[src/rtl/srd_pkg.sv]
package srd_pkg;

  localparam logic [7:0] CMD_READ = 8'h03;
  localparam int unsigned ADDR_BYTES = 2;

  typedef enum logic [2:0] {
    ST_IDLE = 3'd0,
    ST_CMD  = 3'd1,
    ST_ADDR = 3'd2,
    ST_DATA = 3'd3,
    ST_SKIP = 3'd4
  } state_t;

endpackage

[src/rtl/srd_sync_edge.sv]
module srd_sync_edge #(
  parameter int STAGES = 2
) (
  input  logic clk,
  input  logic rst_n,
  input  logic sclk_in,
  input  logic cs_n_in,
  input  logic mosi_in,
  output logic cs_n_s,
  output logic mosi_s,
  output logic sclk_rise,
  output logic sclk_fall
);

  localparam int NBITS = 3;
  localparam logic [NBITS-1:0] RST_VAL = 3'b010; // {mosi, cs_n, sclk}

  logic [NBITS-1:0] raw;
  logic [NBITS-1:0] synced;
  logic             sclk_prev;

  assign raw = {mosi_in, cs_n_in, sclk_in};

  genvar g;
  generate
    for (g = 0; g < NBITS; g++) begin : g_bit
      logic [STAGES-1:0] chain;
      always_ff @(posedge clk or negedge rst_n) begin
        if (!rst_n) chain <= {STAGES{RST_VAL[g]}};
        else        chain <= {chain[STAGES-2:0], raw[g]};
      end
      assign synced[g] = chain[STAGES-1];
    end
  endgenerate

  always_ff @(posedge clk or negedge rst_n) begin
    if (!rst_n) sclk_prev <= 1'b0;
    else        sclk_prev <= synced[0];
  end

  assign cs_n_s    = synced[1];
  assign mosi_s    = synced[2];
  assign sclk_rise = !cs_n_s && synced[0] && !sclk_prev;
  assign sclk_fall = !cs_n_s && !synced[0] && sclk_prev;

endmodule

[src/rtl/srd_rx_deser.sv]
module srd_rx_deser #(
  parameter int BYTE_W = 8
) (
  input  logic              clk,
  input  logic              rst_n,
  input  logic              clr,
  input  logic              shift_en,
  input  logic              din,
  output logic              byte_done,
  output logic [BYTE_W-1:0] byte_q
);

  localparam int CW = $clog2(BYTE_W);
  localparam logic [CW-1:0] LAST = CW'(BYTE_W - 1);

  logic [BYTE_W-1:0] sh;
  logic [CW-1:0]     cnt;

  always_ff @(posedge clk or negedge rst_n) begin
    if (!rst_n) begin
      sh        <= '0;
      cnt       <= '0;
      byte_done <= 1'b0;
      byte_q    <= '0;
    end else if (clr) begin
      sh        <= '0;
      cnt       <= '0;
      byte_done <= 1'b0;
    end else begin
      byte_done <= 1'b0;
      if (shift_en) begin
        sh  <= {sh[BYTE_W-2:0], din};
        cnt <= cnt + 1'b1;
        if (cnt == LAST) begin
          byte_done <= 1'b1;
          byte_q    <= {sh[BYTE_W-2:0], din};
          cnt       <= '0;
        end
      end
    end
  end

endmodule

[src/rtl/srd_tx_ser.sv]
module srd_tx_ser #(
  parameter int BYTE_W = 8
) (
  input  logic              clk,
  input  logic              rst_n,
  input  logic              clr,
  input  logic              step,
  input  logic [BYTE_W-1:0] load_data,
  output logic              dout,
  output logic              oe,
  output logic              last_bit
);

  localparam int CW = $clog2(BYTE_W);
  localparam logic [CW-1:0] LAST = CW'(BYTE_W - 1);

  logic [BYTE_W-1:0] sh;
  logic [CW-1:0]     cnt;

  always_ff @(posedge clk or negedge rst_n) begin
    if (!rst_n) begin
      sh       <= '0;
      cnt      <= '0;
      dout     <= 1'b0;
      oe       <= 1'b0;
      last_bit <= 1'b0;
    end else if (clr) begin
      sh       <= '0;
      cnt      <= '0;
      dout     <= 1'b0;
      oe       <= 1'b0;
      last_bit <= 1'b0;
    end else begin
      last_bit <= 1'b0;
      if (step) begin
        oe <= 1'b1;
        if (cnt == '0) begin
          dout <= load_data[BYTE_W-1];
          sh   <= {load_data[BYTE_W-2:0], 1'b0};
        end else begin
          dout <= sh[BYTE_W-1];
          sh   <= {sh[BYTE_W-2:0], 1'b0};
        end
        if (cnt == LAST) begin
          cnt      <= '0;
          last_bit <= 1'b1;
        end else begin
          cnt <= cnt + 1'b1;
        end
      end
    end
  end

endmodule

[src/rtl/srd_read_seq.sv]
module srd_read_seq #(
  parameter int DEPTH = 16384,
  localparam int AW = $clog2(DEPTH)
) (
  input  logic          clk,
  input  logic          rst_n,
  input  logic          sclk,
  input  logic          cs_n,
  input  logic          mosi,
  output logic          miso_o,
  output logic          miso_oe,
  output logic          mem_req_valid,
  input  logic          mem_req_ready,
  output logic [AW-1:0] mem_req_addr,
  input  logic          mem_rsp_valid,
  input  logic [7:0]    mem_rsp_data
);

  import srd_pkg::*;

  localparam int AB_W = $clog2(ADDR_BYTES) + 1;
  localparam logic [AB_W-1:0] AB_LAST = AB_W'(ADDR_BYTES - 1);

  logic        cs_n_s;
  logic        mosi_s;
  logic        sclk_rise;
  logic        sclk_fall;
  logic        rx_done;
  logic [7:0]  rx_byte;
  logic        tx_last;
  logic        tx_step;
  logic        fetch_go;
  logic        addr_done;

  state_t          state;
  logic [AB_W-1:0] abyte_idx;
  logic [7:0]      addr_hi;
  logic [15:0]     addr_word;
  logic [AW-1:0]   next_addr;
  logic            pend;
  logic [7:0]      data_buf;

  srd_sync_edge #(.STAGES(2)) u_sync (
    .clk       (clk),
    .rst_n     (rst_n),
    .sclk_in   (sclk),
    .cs_n_in   (cs_n),
    .mosi_in   (mosi),
    .cs_n_s    (cs_n_s),
    .mosi_s    (mosi_s),
    .sclk_rise (sclk_rise),
    .sclk_fall (sclk_fall)
  );

  srd_rx_deser #(.BYTE_W(8)) u_rx (
    .clk       (clk),
    .rst_n     (rst_n),
    .clr       (cs_n_s),
    .shift_en  (sclk_rise),
    .din       (mosi_s),
    .byte_done (rx_done),
    .byte_q    (rx_byte)
  );

  assign tx_step = sclk_fall && (state == ST_DATA);

  srd_tx_ser #(.BYTE_W(8)) u_tx (
    .clk       (clk),
    .rst_n     (rst_n),
    .clr       (cs_n_s),
    .step      (tx_step),
    .load_data (data_buf),
    .dout      (miso_o),
    .oe        (miso_oe),
    .last_bit  (tx_last)
  );

  assign addr_done = rx_done && (state == ST_ADDR) && (abyte_idx == AB_LAST);
  assign addr_word = {addr_hi, rx_byte};
  assign fetch_go  = addr_done || (tx_last && (state == ST_DATA));

  // Command / address sequencing
  always_ff @(posedge clk or negedge rst_n) begin
    if (!rst_n) begin
      state     <= ST_IDLE;
      abyte_idx <= '0;
      addr_hi   <= '0;
    end else if (cs_n_s) begin
      state     <= ST_IDLE;
      abyte_idx <= '0;
    end else begin
      unique case (state)
        ST_IDLE: state <= ST_CMD;
        ST_CMD: begin
          if (rx_done) state <= (rx_byte == CMD_READ) ? ST_ADDR : ST_SKIP;
        end
        ST_ADDR: begin
          if (rx_done) begin
            addr_hi   <= rx_byte;
            abyte_idx <= abyte_idx + 1'b1;
            if (abyte_idx == AB_LAST) state <= ST_DATA;
          end
        end
        ST_DATA: state <= ST_DATA;
        ST_SKIP: state <= ST_SKIP;
        default: state <= ST_IDLE;
      endcase
    end
  end

  // Array request channel with auto-increment; AW-bit counter wraps to 0
  always_ff @(posedge clk or negedge rst_n) begin
    if (!rst_n) begin
      pend      <= 1'b0;
      next_addr <= '0;
    end else if (cs_n_s) begin
      pend <= 1'b0;
    end else begin
      if (addr_done) next_addr <= addr_word[AW-1:0];
      if (fetch_go) begin
        pend <= 1'b1;
      end else if (pend && mem_req_ready) begin
        pend      <= 1'b0;
        next_addr <= next_addr + 1'b1;
      end
    end
  end

  always_ff @(posedge clk or negedge rst_n) begin
    if (!rst_n)             data_buf <= '0;
    else if (mem_rsp_valid) data_buf <= mem_rsp_data;
  end

  assign mem_req_valid = pend;
  assign mem_req_addr  = next_addr;

endmodule

[config.mk]
export PLATFORM = sky130hd
export DESIGN_NAME = srd_read_seq
export DESIGN_NICKNAME = d
export VERILOG_FILES = /design/src/rtl/srd_pkg.sv /design/src/rtl/srd_sync_edge.sv /design/src/rtl/srd_rx_deser.sv /design/src/rtl/srd_tx_ser.sv /design/src/rtl/srd_read_seq.sv
export SDC_FILE = /design/constraint.sdc
export NUM_CORES = 1
export LEC_CHECK = 0
export ABC_AREA = 1
export BUFFER_PORTS_ARGS = -buffer_cell sky130_fd_sc_hd__buf_2
export CAP_MARGIN = 20
export CORE_MARGIN = 2
export CORE_UTILIZATION = 55
export CTS_BUF_LIST = sky130_fd_sc_hd__clkbuf_4
export CTS_CLUSTER_DIAMETER = 80
export DETAILED_ROUTE_END_ITERATION = 7
export GPL_TIMING_DRIVEN = 0
export HOLD_SLACK_MARGIN = 0.06
export PLACE_DENSITY = 0.75
export RECOVER_POWER = 25
export SETUP_SLACK_MARGIN = 0.2
export SKIP_LAST_GASP = 1
export SYNTH_ARGS = -nofsm -noshare
export SYNTH_HDL_FRONTEND = slang
export SYNTH_SLANG_ARGS = --single-unit
[constraint.sdc]
create_clock -name clk -period 1.69 [get_ports clk]
set_clock_uncertainty 0.2 [all_clocks]
set_input_delay 0.338 -clock clk [delete_from_list [all_inputs] [get_ports clk]]
set_output_delay 0.338 -clock clk [all_outputs]
set_load 0.05 [all_outputs]
Word level (Yosys, flattened, before mapping)
Index checks and enable logic that the tools add are counted.
- flip-flop bits (word level): 74
- bits of input ports: 15
- logic and storage cells: 96
- add/sub/neg operators: 4
- equality and inequality tests: 11
- mux-type cells: 37
- bitwise logic cells: 1
- reduce and logical (&&, ||, !) cells: 24
- operator list (operator ; count):
    $mux W14 ; 3
    $mux W3 ; 11
    $mux W8 ; 3
    $pmux W3 S5 ; 1
    $add A14 B1 Y14 const B ; 1
    $mux W1 ; 14
    $mux W7 ; 2
    $eq A3 B3 Y1 const B ; 3
    $logic_and A1 B1 Y1 ; 9
    $ne A3 B1 Y1 const B ; 3
    $reduce_and A3 Y1 ; 3
    $eq A8 B2 Y1 const B ; 1
    $reduce_bool A2 Y1 ; 4
    $add A3 B1 Y3 const B ; 2
    $eq A3 B2 Y1 const B ; 2
    $logic_not A3 Y1 ; 2
    $mux W2 ; 3
    $eq A3 B1 Y1 const B ; 1
    $logic_not A1 Y1 ; 3
    $reduce_bool A3 Y1 ; 1
    $add A2 B1 Y2 const B ; 1
    $eq A2 B1 Y1 const B ; 1
    $reduce_and A2 Y1 ; 1
    $logic_or A1 B1 Y1 ; 1
    $not A1 Y1 ; 1

Longest topological paths before layout
- word-level depth: 6
- mapped depth: 12
- gate-level depth less buffers: 11

By module
From an unflattened synthesis, not the netlist that was laid out.
- cells, all modules: 463
- area total of the unflattened synthesis: 3708.6 um^2
- by module, submodules not included (module ; instances ; cells each ; area each (um^2) ; sequential area each (um^2)):
    srd_read_seq ; 1 ; 277 ; 2020.7 ; 850.8
    srd_rx_deser ; 1 ; 84 ; 789.5 ; 475.5
    srd_tx_ser ; 1 ; 89 ; 698.2 ; 325.3
    srd_sync_edge ; 1 ; 13 ; 200.2 ; 177.7

Worst setup path before layout
No wires, ideal clock.
- kind: flip-flop to flip-flop
- from: register next_addr[0], in the netlist mem_req_addr[0]
- to: register next_addr[12], in the netlist mem_req_addr[12]
- arrival time: 1585 ps
- data required time: 1372 ps
- setup slack: -213 ps
- cell stages (with the launch flop): 9
- clock period less this slack: 1903 ps
- cells stage by stage: dfrtp_1 > ha_1 > nand2_1 > nor2_1 > nand3_1 > nand2_1 > nand3_1 > nand2_1 > nand2_1
- cells in the longest elaborated chain, start to end: 3
- ends and longest elaborated chain (element ; line ; RTL):
    start: declaration ; srd_read_seq.sv:39 ; logic [AW-1:0] next_addr;
    start signal: assignment ; srd_read_seq.sv:119 ; if (addr_done) next_addr <= addr_word[AW-1:0];
    start signal: assignment ; srd_read_seq.sv:124 ; next_addr <= next_addr + 1'b1;
    $add A14 B1 Y14 ; srd_read_seq.sv:124 ;
    $mux W14 ; srd_read_seq.sv:122 ; end else if (pend && mem_req_ready) begin
    $mux W14 ; srd_read_seq.sv:120 ; if (fetch_go) begin
No other way between the ends.
A chain may end at the register's enable or synchronous reset.

Final worst setup path
- from: register state[1]
- to: register next_addr[10], in the netlist mem_req_addr[10]
- cells in the longest elaborated chain, start to end: 6
- ends and longest elaborated chain (element ; line ; RTL):
    start: declaration ; srd_read_seq.sv:35 ; state_t state;
    start signal: assignment ; srd_read_seq.sv:95 ; if (rx_done) state <= (rx_byte == CMD_READ) ? ST_ADDR : ST_SKIP;
    $eq A3 B2 Y1 ; srd_read_seq.sv:78 ; assign addr_done = rx_done && (state == ST_ADDR) && (abyte_idx == AB_LAST);
    $logic_and A1 B1 Y1 (2 in series) ; srd_read_seq.sv:78 ;
    $mux W14 ; srd_read_seq.sv:119 ;
    $mux W14 ; srd_read_seq.sv:122 ;
    $mux W14 * ; srd_read_seq.sv:120 ;
Every way passes the cells marked *; elsewhere a longest branch is shown, timed or not.

==> results by group <==
Placed design
  – Placed wire-length estimate: 5420 um
  – Routability cong.: 0.908
  – # placed instances: 538
  – DP Worst Slack: -0.117 ns
  – Placed Area: ~0.004 mm^2
  – I/O Buffers: 30

Logic synthesis
  – Mean Syn Cell Area: 8.35 um^2
  – FF+latch count, synth: between 70 and 80
  – Cells after Synth: between 400 and 500
  – Sequential element share of the synthesized area: 0.508
  – Syn Nets: 453
  – Synth unique cells: 33
  – Post-synthesis cell area: 0.00360 mm^2
  – Ys Warns: 0

Global route
  – Pin count of the biggest net entering global routing: 74
  – Initial antenna violation count: 0
  – First-pass GRT wire length: 15200 um
  – Vias in the first global route: 3412
  – Total congestion overflow: 0
  – Tot GR Track Use: 0.266

Timing
  – Hold slack: approximately 0.058 ns
  – Crit path time final: 1.72 ns
  – Max Freq: 0.581 GHz
  – Final Worst Setup Slack: -0.0302 ns
  – Final hold violations: 0
  – RSZ-0062 raised after global routing: yes
  – Fin crit share: 1.02
  – Final setup viols: 4
  – Worst-Margin Slew: roughly 0.99 ns
  – Final Max Slew Viols: 0
  – Worst slew margin: 0.342

Power
  – Internal power consumption: 2880 uW
  – Switching fraction of total power: 0.329
  – Register share of total power: 0.459
  – Switching pwr: between 1000 and 1500 uW
  – Leak pwr: 0.00232 uW
  – Combinational Power Share: 0.252
  – VDD IR max: 0.711 mV
  – Power per cell area: 868 mW/mm^2
  – Clock Power Share: 0.289

Drt
  – Post-route ant nets: 0
  – Final WL: 9570 um
  – Via Count: 3375
  – DRT iter0 DRCs: just over 200
  – Drt drc: 0
  – TritonRoute pass-1 iters: 5
  – Drt wl/cell: 15.8 um
  – Vias per inst: 5.57

Layout
  – Finished Layout Cells: 606
  – Util after Layout: 0.780
  – Synth-to-Final Area Change: 37.6%
  – Most common cell after layout, fill and taps aside: nand2_1
  – Post-route cell area: 0.00495 mm^2
  – Antenna Cells: 0
  – Layout cells sized above 1: 0.353
  – Commonest cells after routing, fill and taps aside: nand2_1 (122), dfrtp_1 (55), inv_1 (39)
  – Fin nets: roughly 550

Clock network
  – Clock slew at reported path FFs: 0.14 ns
  – Sink Count: 73
  – Clock Tree Buf Depth: 2
  – H-tree depth: 3
  – Worst skew pair latency: 0.43 ns
  – Num CTS Buffers: 9
  – CTS tree: yes
  – Root buffer selected by CTS: clkbuf_4

Floorplan
  – Row count: 29
  – Die area: 0.00721 mm^2
  – Die outline height: 84.9 um
  – I/O pin cnt: 32
  – Core area: about 0.0063 mm^2
  – Die W: 84.9 um
  – Initial Util: 0.567

Flow run
  – Number of max-cap violations: 0

Status
  – Status: finished, violations left
  – Failing checks: setup timing

Setup path
  – CP Class: flip-flop to flip-flop
  – Worst-path maximum fanout: 6
  – CP Capture Type: flip-flop
  – Crit path DAT: 1.84 ns
  – Required time worst endpoint: around 1.8 ns
  – Setup crit start kind: flip-flop

Hold path
  – Worst Hold Class: input pin to flip-flop
critical path, stage by stage, from the launching register on:
cell,delay (ns)
dfrtp_2,0.49
inv_2,0.14
nor2_4,0.05
nand3_4,0.11
nand3_4,0.12
buf_8,0.16
buf_12,0.13
a21oi_2,0.13
a21oi_1,0.07
metrics by stage:
stage / setup TNS, ns / total power, uW
6_report: -0.0805 / 4300
5_1_grt: -1.43 / 4470
4_1_cts: 0 / 4220
3_5_place_dp: -2.97 / 2770
3_3_place_gp: -23.94 / 2740
2_1_floorplan: 0 / 2560
metal layers:
metal	GRT usage	part of all wire	up-vias
met2	0.468	0.54	103
met5	0	0	-
met3	0.0399	0.037	27
li1	-	-	1600
met4	0.127	0.030	0
met1	0.322	0.40	1645
power by group through the flow:
stage,clock (uW),combinational [uW],sequential (uW)
4_1_cts,1230,1030,1960
5_1_grt,1320,1170,1990
6_report,1240,1080,1970
3_5_place_dp,0,730,2040
3_3_place_gp,0,710,2030
2_1_floorplan,0,362,2200
state kept, by name (all words and copies together), names as in the netlist, 2 cells and up:
name / count
data_buf: 8
abyte_idx: 2
u_tx.cnt: 3
u_rx.sh: 7
u_tx.sh: 7
u_sync.g_bit.chain: 6
u_rx.cnt: 3
state: 3
mem_req_addr: 14
u_rx.byte_q: 8
addr_hi: 6
cells by family after synthesis:
| family | Yosys count | share of synthesized area |
|---|---|---|
| compound gates | 68 | 0.104 |
| fa+ha+maj | 7 | 0.0243 |
| flops | 73 | 0.508 |
| mux | 6 | 0.0188 |
| simple gates | 208 | 0.256 |
| buf+inv | 65 | 0.0789 |
| xor+xnor | 4 | 0.00973 |
worst paths after layout:
kind / startpoint / endpoint / slack (ns) / cells past startpoint
max in group asynchronous: rst_n / mem_req_addr[2]$_DFFE_PN0N_ / 0.17 / 2
worst min-delay path: mem_req_ready / mem_req_valid$_DFFE_PN0P_ / 0.06 / 4
worst min register to register: u_sync.g_bit[0].chain[0]$_DFF_PN0_ / u_sync.g_bit[0].chain[1]$_DFF_PN0_ / 0.16 / 0
worst max-delay path: state[1]$_DFFE_PN0P_ / mem_req_addr[10]$_DFFE_PN0N_ / -0.03 / 8
worst max register to register: state[1]$_DFFE_PN0P_ / mem_req_addr[10]$_DFFE_PN0N_ / -0.03 / 8
min in group asynchronous: rst_n / mem_req_addr[5]$_DFFE_PN0N_ / 0.39 / 2
timing repair:
action	in CTS	in global routing
endpoints found under the setup margin	75	143
hold buffers	12	0
cloned	1	2
resized for setup	88	50
hold endpoints to repair	82	0
setup buffers	30	7
pin swaps	7	18
final cells by class:
cell class / instances / area [um^2]
Buffer: 15 / 156
Clock buffer: 9 / 67.6
Clock inverter: 7 / 85.1
Fill cell: 399 / 1400
Inverter: 50 / 200
Multi-Input combinational cell: 293 / 1760
Sequential cell: 73 / 1850
Tap cell: 77 / 96.3
Timing Repair Buffer: 82 / 741
synth_stat cells:
master / count / area [um^2]
xor2_1: 3 / 26.3
a21oi_2: 1 / 8.76
inv_1: 44 / 165
xnor2_1: 1 / 8.76
dfstp_2: 2 / 52.6
nor3_1: 4 / 20.0
nor2_2: 1 / 6.26
nand4_1: 6 / 37.5
dfrtp_1: 71 / 1780
inv_4: 1 / 6.26
nand3_4: 2 / 35.0
o211ai_1: 4 / 30.0
o22ai_1: 10 / 62.6
clkbuf_1: 5 / 18.8
a21oi_1: 10 / 50.1
inv_2: 5 / 18.8
mux2_2: 6 / 67.6
nand3_1: 36 / 180
nand2_2: 2 / 12.5
o21bai_1: 1 / 7.51
buf_2: 6 / 30.0
nor2_4: 2 / 22.5
or2_2: 1 / 6.26
o21ai_0: 34 / 170
o31ai_1: 1 / 7.51
ha_1: 7 / 87.6
o21ai_1: 6 / 30.0
nor3_4: 1 / 16.3
buf_6: 4 / 45.0
nand2_1: 130 / 488
nand3b_1: 3 / 22.5
nor2_1: 20 / 75.1
o21ai_2: 1 / 8.76
No activity file was read; power rests on OpenSTA's default activity.
